$ cat src/rtl/shh_pkg.sv
package shh_pkg;
  // Decoded host access, one-hot or empty per cycle
  typedef struct packed {
    logic data_wr;
    logic data_rd;
    logic cmd_wr;
  } host_acc_t;
endpackage

$ cat src/rtl/shh_decode.sv
module shh_decode
  import shh_pkg::*;
(
  input  logic      sel,
  input  logic      is_cmd,
  input  logic      rd_stb,
  input  logic      wr_stb,
  output host_acc_t acc
);
  always_comb begin
    acc.data_wr = sel & ~is_cmd & wr_stb;
    acc.data_rd = sel & ~is_cmd & rd_stb;
    acc.cmd_wr  = sel &  is_cmd & wr_stb;
  end
endmodule

$ cat src/rtl/shh_tx.sv
module shh_tx
  import shh_pkg::*;
#(
  parameter int DW       = 8,
  parameter int EN_BIT   = 0
) (
  input  logic          clk,
  input  logic          rst_n,
  input  host_acc_t     acc,
  input  logic [DW-1:0] wr_data,
  input  logic          cts_ok,
  input  logic          shift_idle,
  input  logic          shift_done,
  input  logic          shift_txd,
  output logic          tx_ready,
  output logic          tx_start,
  output logic [DW-1:0] tx_byte,
  output logic          txd
);
  logic [DW-1:0] hold_q;
  logic          full_q, full_d;
  logic          en_q, en_d;
  logic          own_q, own_d;
  logic          go;

  always_comb begin
    go     = full_q & en_q & cts_ok & shift_idle;
    full_d = full_q;
    if (go)          full_d = 1'b0;
    if (acc.data_wr) full_d = 1'b1;
    en_d   = acc.cmd_wr ? wr_data[EN_BIT] : en_q;
    own_d  = own_q;
    if (shift_done) own_d = 1'b0;
    if (go)         own_d = 1'b1;
  end

  always_ff @(posedge clk or negedge rst_n) begin
    if (!rst_n) begin
      hold_q <= '0;
      full_q <= 1'b0;
      en_q   <= 1'b0;
      own_q  <= 1'b0;
    end else begin
      if (acc.data_wr) hold_q <= wr_data;
      full_q <= full_d;
      en_q   <= en_d;
      own_q  <= own_d;
    end
  end

  assign tx_ready = en_q & ~full_q;
  assign tx_start = go;
  assign tx_byte  = hold_q;
  assign txd      = own_q ? shift_txd : 1'b1;
endmodule

$ cat src/rtl/shh_rx.sv
module shh_rx
  import shh_pkg::*;
#(
  parameter int DW      = 8,
  parameter int CLR_BIT = 4
) (
  input  logic          clk,
  input  logic          rst_n,
  input  host_acc_t     acc,
  input  logic [DW-1:0] wr_data,
  input  logic          rx_done,
  input  logic [DW-1:0] rx_char,
  output logic          rx_ready,
  output logic          overrun,
  output logic [DW-1:0] rd_data
);
  logic [DW-1:0] buf_q;
  logic          rdy_q, rdy_d;
  logic          ovr_q, ovr_d;

  always_comb begin
    rdy_d = rdy_q;
    if (acc.data_rd) rdy_d = 1'b0;
    if (rx_done)     rdy_d = 1'b1;
    ovr_d = ovr_q;
    if (acc.cmd_wr && wr_data[CLR_BIT])       ovr_d = 1'b0;
    if (rx_done && rdy_q && !acc.data_rd)     ovr_d = 1'b1;
  end

  always_ff @(posedge clk or negedge rst_n) begin
    if (!rst_n) begin
      buf_q <= '0;
      rdy_q <= 1'b0;
      ovr_q <= 1'b0;
    end else begin
      if (rx_done) buf_q <= rx_char;
      rdy_q <= rdy_d;
      ovr_q <= ovr_d;
    end
  end

  assign rx_ready = rdy_q;
  assign overrun  = ovr_q;
  assign rd_data  = buf_q;
endmodule

$ cat src/rtl/serial_host_hs.sv
module serial_host_hs
  import shh_pkg::*;
#(
  parameter int DW          = 8,
  parameter int EN_BIT      = 0,
  parameter int CLR_BIT     = 4,
  parameter int SYNC_STAGES = 2
) (
  input  logic          clk,
  input  logic          rst_n,
  input  logic          sel,
  input  logic          is_cmd,
  input  logic          rd_stb,
  input  logic          wr_stb,
  input  logic [DW-1:0] wr_data,
  output logic [DW-1:0] rd_data,
  input  logic          rx_done,
  input  logic [DW-1:0] rx_char,
  input  logic          cts_ok,
  input  logic          shift_idle,
  input  logic          shift_done,
  input  logic          shift_txd,
  output logic          tx_ready,
  output logic          rx_ready,
  output logic          overrun,
  output logic          tx_start,
  output logic [DW-1:0] tx_byte,
  output logic          txd
);
  localparam int SW = (SYNC_STAGES < 1) ? 1 : SYNC_STAGES;

  logic [SW-1:0] rst_pipe;
  logic          rst_int_n;
  host_acc_t     acc, acc_g;

  // Reset: asynchronous entry, synchronous exit
  always_ff @(posedge clk or negedge rst_n) begin
    if (!rst_n) rst_pipe <= '0;
    else        rst_pipe <= {rst_pipe[SW-2 >= 0 ? SW-2 : 0 : 0], 1'b1} & {SW{1'b1}};
  end
  assign rst_int_n = rst_pipe[SW-1];

  shh_decode u_dec (
    .sel(sel), .is_cmd(is_cmd), .rd_stb(rd_stb), .wr_stb(wr_stb), .acc(acc)
  );

  // Accesses are ignored until the reset pipe has drained
  always_comb begin
    acc_g = acc;
    if (!rst_int_n) acc_g = '0;
  end

  shh_tx #(.DW(DW), .EN_BIT(EN_BIT)) u_tx (
    .clk(clk), .rst_n(rst_int_n), .acc(acc_g), .wr_data(wr_data),
    .cts_ok(cts_ok), .shift_idle(shift_idle), .shift_done(shift_done),
    .shift_txd(shift_txd), .tx_ready(tx_ready), .tx_start(tx_start),
    .tx_byte(tx_byte), .txd(txd)
  );

  shh_rx #(.DW(DW), .CLR_BIT(CLR_BIT)) u_rx (
    .clk(clk), .rst_n(rst_int_n), .acc(acc_g), .wr_data(wr_data),
    .rx_done(rx_done & rst_int_n), .rx_char(rx_char), .rx_ready(rx_ready),
    .overrun(overrun), .rd_data(rd_data)
  );
endmodule

$ cat config.mk
export PLATFORM = sky130hd
export DESIGN_NAME = serial_host_hs
export DESIGN_NICKNAME = d
export VERILOG_FILES = /design/src/rtl/shh_pkg.sv /design/src/rtl/shh_decode.sv /design/src/rtl/shh_tx.sv /design/src/rtl/shh_rx.sv /design/src/rtl/serial_host_hs.sv
export SDC_FILE = /design/constraint.sdc
export NUM_CORES = 1
export LEC_CHECK = 0
export BUFFER_PORTS_ARGS = -buffer_cell sky130_fd_sc_hd__buf_4
export CORE_UTILIZATION = 38
export CTS_BUF_LIST = sky130_fd_sc_hd__clkbuf_16
export DETAILED_ROUTE_END_ITERATION = 6
export PLACE_DENSITY = 0.73
export RECOVER_POWER = 50
export SLEW_MARGIN = 20
export SYNTH_ARGS = -nofsm -noshare
export SYNTH_HDL_FRONTEND = slang
export SYNTH_SLANG_ARGS = --single-unit
$ cat constraint.sdc
create_clock -name clk -period 0.9 [get_ports clk]
set_input_delay 0.18 -clock clk [delete_from_list [all_inputs] [get_ports clk]]
set_output_delay 0.18 -clock clk [all_outputs]
set_load 0.02 [all_outputs]
==> flow_summary_export.csv, run 1 <==
group,metric,value,unit
finish,insertedDiodeCount,0,
hold_path,hp-class,"primary input to flip-flop",
cts,clock_tree_from_tritoncts,"done",
power_and_ir_drop,vdd.ir_drop.worst,2.26,mV
sta,timing.final.hold_violations,0,
yosys,synth_enable_flop_cells,0,
power_and_ir_drop,combinationalPowerShare,33.5,%
sta,maxClockFrequency,0.854,GHz
power_and_ir_drop,power.sequential.fraction,38.8,%
sta,timing.final.setup_violations,41,
critical_path,cell_with_the_largest_stage_delay_on_the_worst_path,"dfrtp_1",
critical_path,critPathArrivalTime,0.99,ns
grt,grt_antenna_before_repair,0,
grt,gr-usage-all-layers,19.6,%
floorplanning,die_area,2530,um^2
status,outcome,"finished with violations",
cts,clk_pin_slew_worst_paths,0.06,ns
sta,post_route_hold_slack,0.130,ns
finish,final_cell_count_no_fill,162,
routing,route.detailed.drc,0,
sta,slew_viol_final,0,
routing,wire_per_inst,15.0,um
sta,finalCriticalPeriod,1.17,ns
floorplanning,rows,17,
critical_path,setup.worst_path.end_class,"output pin",
cts,cts_htree_levels,1,
finish,fill_cells,141,
floorplanning,die-height,50.3,um
grt,first_pass_grt_wire_length,3570,um
routing,drt.antenna.violating_nets,0,
critical_path,worstPathBufferInverterCount,2,
yosys,synth.top_cell.area_share,65.0,%
power_and_ir_drop,switchingPower,976,uW
sta,final_worst_path_period_share,130,%
yosys,ys_seq_elements,23,
floorplanning,die_span_x,50.3,um
critical_path,path_cells,"nand4_1 -> inv_1 -> buf_6",
cts,cts.sink_count,23,
power_and_ir_drop,power.static_leakage,0.000884,uW
yosys,synthCells,61,
sta,post-route-worst-setup-slack,-0.270,ns
yosys,synthDistinctLibCells,13,
critical_path,criticalPathCategory,"flip-flop to output pin",
critical_path,critical-path-top-delay-family,"flip-flops",
power_and_ir_drop,switching_share,27.8,%
routing,finalWirelength,2440,um
routing,detailedRoute.firstIterationViolations,6,
power_and_ir_drop,clock_power_share,27.7,%
finish,post_route_cells_drive_above_1_share,70.1,%
critical_path,crit_path_start_kind,"flip-flop",
floorplanning,i_o_pin_cnt,48,
flow_run,maxCapViolations,0,
placed_design,port_buffers,47,
floorplanning,initial_utilization,40.0,%
yosys,ys.flop_type,"dfrtp_1",
routing,routed-via-count,765,
sta,grt_setup_unrepaired,"true",
placed_design,gp_routability_congestion,0.764,
cts,worst_skew_pair.late_latency,0.25,ns
yosys,synth_commonest_cells,"dfrtp_1, mux2_2, nand2_1",
critical_path,timing.critical_path.fanout_max,3,
sta,skew,0.000755,ns
placed_design,dp_cells,141,
yosys,synthesis.area,886,um^2
sta,fin_setup_tns,-6.16,ns
yosys,netlist.top_cell.by_area,"dfrtp_1",
yosys,synth.avg_cell_area,14.5,um^2
power_and_ir_drop,internal_power,2540,uW
yosys,yosysSeqAreaShare,65.0,%
cts,max-clock-path-buffers,2,
placed_design,detailed_place_hpwl,1480,um
finish,nets,162,
floorplanning,core-area,2210,um^2
power_and_ir_drop,power_density,2060,nW/um^2
status,violations,"setup timing",
critical_path,cp_slowest_stage_delay,0.38,ns
grt,first_global_vias,806,
grt,maximum_number_of_pins_on_one_net_before_global_route_repair,15,
cts,root_buffer,"clkbuf_16",
cts,numCtsBuffers,3,
routing,detailed_route_vias_per_instance,4.72,
yosys,ys_top_cells_by_area,"dfrtp_1, mux2_2, nand4b_4",
grt,grt-ovfl-total,0,
yosys,postSynth.asyncResetShare,100,%
yosys,cell_with_the_most_instances_after_synthesis,"dfrtp_1",
routing,drt_pass_1_iters,6,
critical_path,data_required_time_of_the_critical_path,0.72,ns
yosys,synth_nets,88,
finish,layout-area-overhead-vs-synth,92.8,%
yosys,synth.yosys.warnings,0,
## final cells by class
cell class                      count  area, um^2  share of cell area [%]
Timing Repair Buffer               68         599                    35.1
Clock buffer                        3        75.1                    4.40
Tap cell                           28        35.0                    2.05
Sequential cell                    23         579                    33.9
Inverter                            3        11.3                   0.659
Clock inverter                      1        7.51                   0.440
Multi-Input combinational cell     36         400                    23.4
## routing by layer
layer / part of all wire (%) / vias up / GRT usage (%) / wire (um)
li1: - / 358 / - / -
met1: 39 / 372 / 23.8 / 957
met2: 54 / 33 / 33.1 / 1310
met3: 5.9 / 2 / 5.45 / 144
met4: 1.0 / 0 / 7.14 / 25
met5: 0 / - / 0 / 0
## timing repair
action | in CTS | in global routing
hold buffers | 1 | 0
gates cloned | 1 | 0
endpoints found under the setup margin | 41 | 41
gates resized for setup | 29 | 14
buffers inserted | 9 | 7
pin swaps | 4 | 5
endpoints found under the hold margin | 2 | 0
## final timing paths
kind	end	start	depth (start not counted)	slack, ns
min reg2reg	rst_pipe[1]	rst_pipe[0]	0	0.35
max reg2reg	u_tx.tx_byte[2]	rst_pipe[1]	2	-0.26
min in group asynchronous	rst_pipe[0]	rst_n	2	0.24
max	tx_start	u_tx.full_q	3	-0.27
min	u_tx.own_q	shift_done	2	0.13
max in group asynchronous	u_rx.rd_data[2]	rst_pipe[1]	2	0.33
## cell usage in the layout, fill, tap and decap left out, types with 2 or more instances in the layout
cell and n:
mux2_2 2, nand2_2 3, dfrtp_1 22, nand2_1 3, buf_6 22, nand4_1 3
inv_1 3, nand4b_4 2, clkbuf_16 3, mux2_4 14, buf_4 43
## registers in the layout, indices dropped and copies added, names as in the netlist
register,flops
u_rx.overrun,1
u_tx.en_q,1
u_tx.full_q,1
u_tx.own_q,1
rst_pipe,2
u_rx.rd_data,8
u_tx.tx_byte,8
u_rx.rx_ready,1
## power by group through the flow
stage | logic, uW | clock network [uW] | registers [uW]
2_1_floorplan | 227 | 0 | 1520
3_3_place_gp | 809 | 0 | 1340
3_5_place_dp | 821 | 0 | 1340
4_1_cts | 1060 | 984 | 1350
5_1_grt | 1250 | 1040 | 1380
6_report | 1180 | 974 | 1370
## kinds of logic after synthesis
logic type | Yosys count | share of synthesized area (%)
buffers and inverters | 3 | 1.27
flip-flops | 23 | 65.0
AO/OA/AOI/OAI | 3 | 1.69
multiplexers | 16 | 20.3
other | 1 | 0.423
AND/OR/NAND/NOR | 15 | 11.3
## stage by stage
step	worst slack [ns]	utilization [%]	instance area, um^2	total power [uW]
2_1_floorplan	-0.345	-	902	1740
3_3_place_gp	-0.252	60.0	1330	2150
3_5_place_dp	-0.285	60.0	1330	2160
4_1_cts	-0.253	72.5	1600	3400
5_1_grt	-0.316	77.2	1710	3670
6_report	-0.270	77.2	1710	3520
Power figures use the tool's default switching activity.
==> run 2, diff against run 1 <==
CTS_CLUSTER_SIZE = 30   (was not set)
PLACE_DENSITY = 0.74   (was 0.73)
==> flow_summary_export.csv, run 2 (synthesis results as in run 1) <==
group,metric,value,unit
critical_path,cell_with_the_largest_stage_delay_on_the_worst_path,"dfrtp_4",
critical_path,criticalPathCategory,"flip-flop to flip-flop",
routing,routed-via-count,763,
placed_design,port_buffers,47,
floorplanning,core-area,2210,um^2
routing,wire_per_inst,14.1,um
floorplanning,die-height,50.3,um
status,violations,"setup timing",
routing,route.detailed.drc,0,
hold_path,hp-class,"primary input to flip-flop",
finish,nets,160,
finish,insertedDiodeCount,0,
grt,first_global_vias,807,
finish,layout-area-overhead-vs-synth,84.3,%
finish,final_cell_count_no_fill,160,
status,outcome,"finished with violations",
critical_path,data_required_time_of_the_critical_path,1.03,ns
critical_path,setup.worst_path.end_class,"flip-flop",
floorplanning,rows,17,
placed_design,detailed_place_hpwl,1470,um
power_and_ir_drop,power.static_leakage,0.000842,uW
cts,clk_pin_slew_worst_paths,0.06,ns
sta,timing.final.setup_violations,41,
flow_run,maxCapViolations,0,
sta,post-route-worst-setup-slack,-0.250,ns
finish,final_area,1630,um^2
routing,finalWirelength,2260,um
cts,max-clock-path-buffers,2,
cts,cts.sink_count,23,
critical_path,critPathArrivalTime,1.28,ns
floorplanning,initial_utilization,40.0,%
grt,maximum_number_of_pins_on_one_net_before_global_route_repair,16,
routing,drt_pass_1_iters,3,
sta,post_route_hold_slack,0.134,ns
finish,most_common_cell_after_layout_fill_and_taps_aside,"buf_4",
routing,detailed_route_vias_per_instance,4.77,
power_and_ir_drop,power_density,2090,nW/um^2
routing,detailedRoute.firstIterationViolations,4,
sta,final_worst_path_period_share,128,%
sta,slew_viol_final,0,
grt,grt-ovfl-total,0,
power_and_ir_drop,finalPower,3410,uW
routing,drt.antenna.violating_nets,0,
placed_design,dp_cells,141,
sta,maxClockFrequency,0.869,GHz
floorplanning,i_o_pin_cnt,48,
sta,timing.final.hold_violations,0,
grt,gr-usage-all-layers,21.1,%
placed_design,gp_routability_congestion,0.734,
finish,mostFrequentLayoutCells,"buf_4, buf_6, dfrtp_1",
sta,grt_setup_unrepaired,"true",
placed_design,placement.cell_area,1330,um^2
floorplanning,die_span_x,50.3,um
finish,post_route_cells_drive_above_1_share,66.7,%
critical_path,timing.critical_path.fanout_max,9,
cts,cts_htree_levels,1,
critical_path,path_cells,"nand2_4 -> mux2_2",
power_and_ir_drop,vdd.ir_drop.worst,1.80,mV
cts,root_buffer,"clkbuf_16",
cts,numCtsBuffers,3,
cts,worst_skew_pair.late_latency,0.25,ns
finish,final_standard_cell_utilization_of_the_core,73.8,%
sta,skew,0.000824,ns
grt,grt_antenna_before_repair,0,
floorplanning,die_area,2530,um^2
critical_path,crit_path_start_kind,"flip-flop",
cts,clock_tree_from_tritoncts,"done",
grt,first_pass_grt_wire_length,3830,um
sta,finalCriticalPeriod,1.15,ns
critical_path,cp_slowest_stage_delay,0.53,ns
[run 2: worst paths after layout]
path	start	end	slack, ns	cells past startpoint
worst min register to register	rst_pipe[1]	u_rx.overrun	0.30	1
max in group asynchronous	rst_pipe[1]	u_rx.rd_data[1]	0.19	2
min in group asynchronous	rst_n	rst_pipe[1]	0.25	2
worst max register to register	rst_pipe[1]	u_rx.rd_data[0]	-0.25	2
worst max-delay path	rst_pipe[1]	u_rx.rd_data[0]	-0.25	2
worst min-delay path	shift_done	u_tx.own_q	0.13	2
[run 2: routing by layer]
metal	GRT usage (%)	vias to the layer above	wire length (um)
li1	-	354	-
met1	24.8	379	935
met2	35.8	28	1190
met3	6.06	2	111
met4	8.57	0	25
met5	0	-	0
[run 2: worst max-delay path: cells and delay by family, from the launching register on]
family	cells	cell delay [ns]
flip-flops	1	0.53
multiplexers	1	0.35
AND/OR/NAND/NOR	1	0.15
[run 2: timing repair]
action                                 CTS  global route
setup buffers                            7             7
pin swaps                                2             4
endpoints found under the hold margin    2             0
gates cloned                             1             0
setup endpoints to repair               40            41
hold buffers                             1             0
gates resized for setup                 29             1
[run 2: power by group]
part / internal, uW / switching (uW)
Sequential: 1220 / 137
Combinational: 683 / 444
Clock: 591 / 330
Total: 2490 / 911
[run 2: area by class of cell]
| cell class | instances | area (um^2) |
|---|---|---|
| sequential | 23 | 579 |
| fill | 152 | 579 |
| timing repair buffer | 66 | 577 |
| multi-input combinational | 36 | 352 |
| clock buffer | 3 | 75.1 |
| tap | 28 | 35.0 |
| inverter | 3 | 11.3 |
| clock inverter | 1 | 3.75 |
[run 2: stage by stage]
stage          setup WS [ns]  setup TNS (ns)
6_report              -0.250           -5.42
5_1_grt               -0.278           -6.72
4_1_cts               -0.246           -5.61
3_5_place_dp          -0.259           -3.83
3_3_place_gp          -0.236           -3.49
2_1_floorplan         -0.345           -5.58
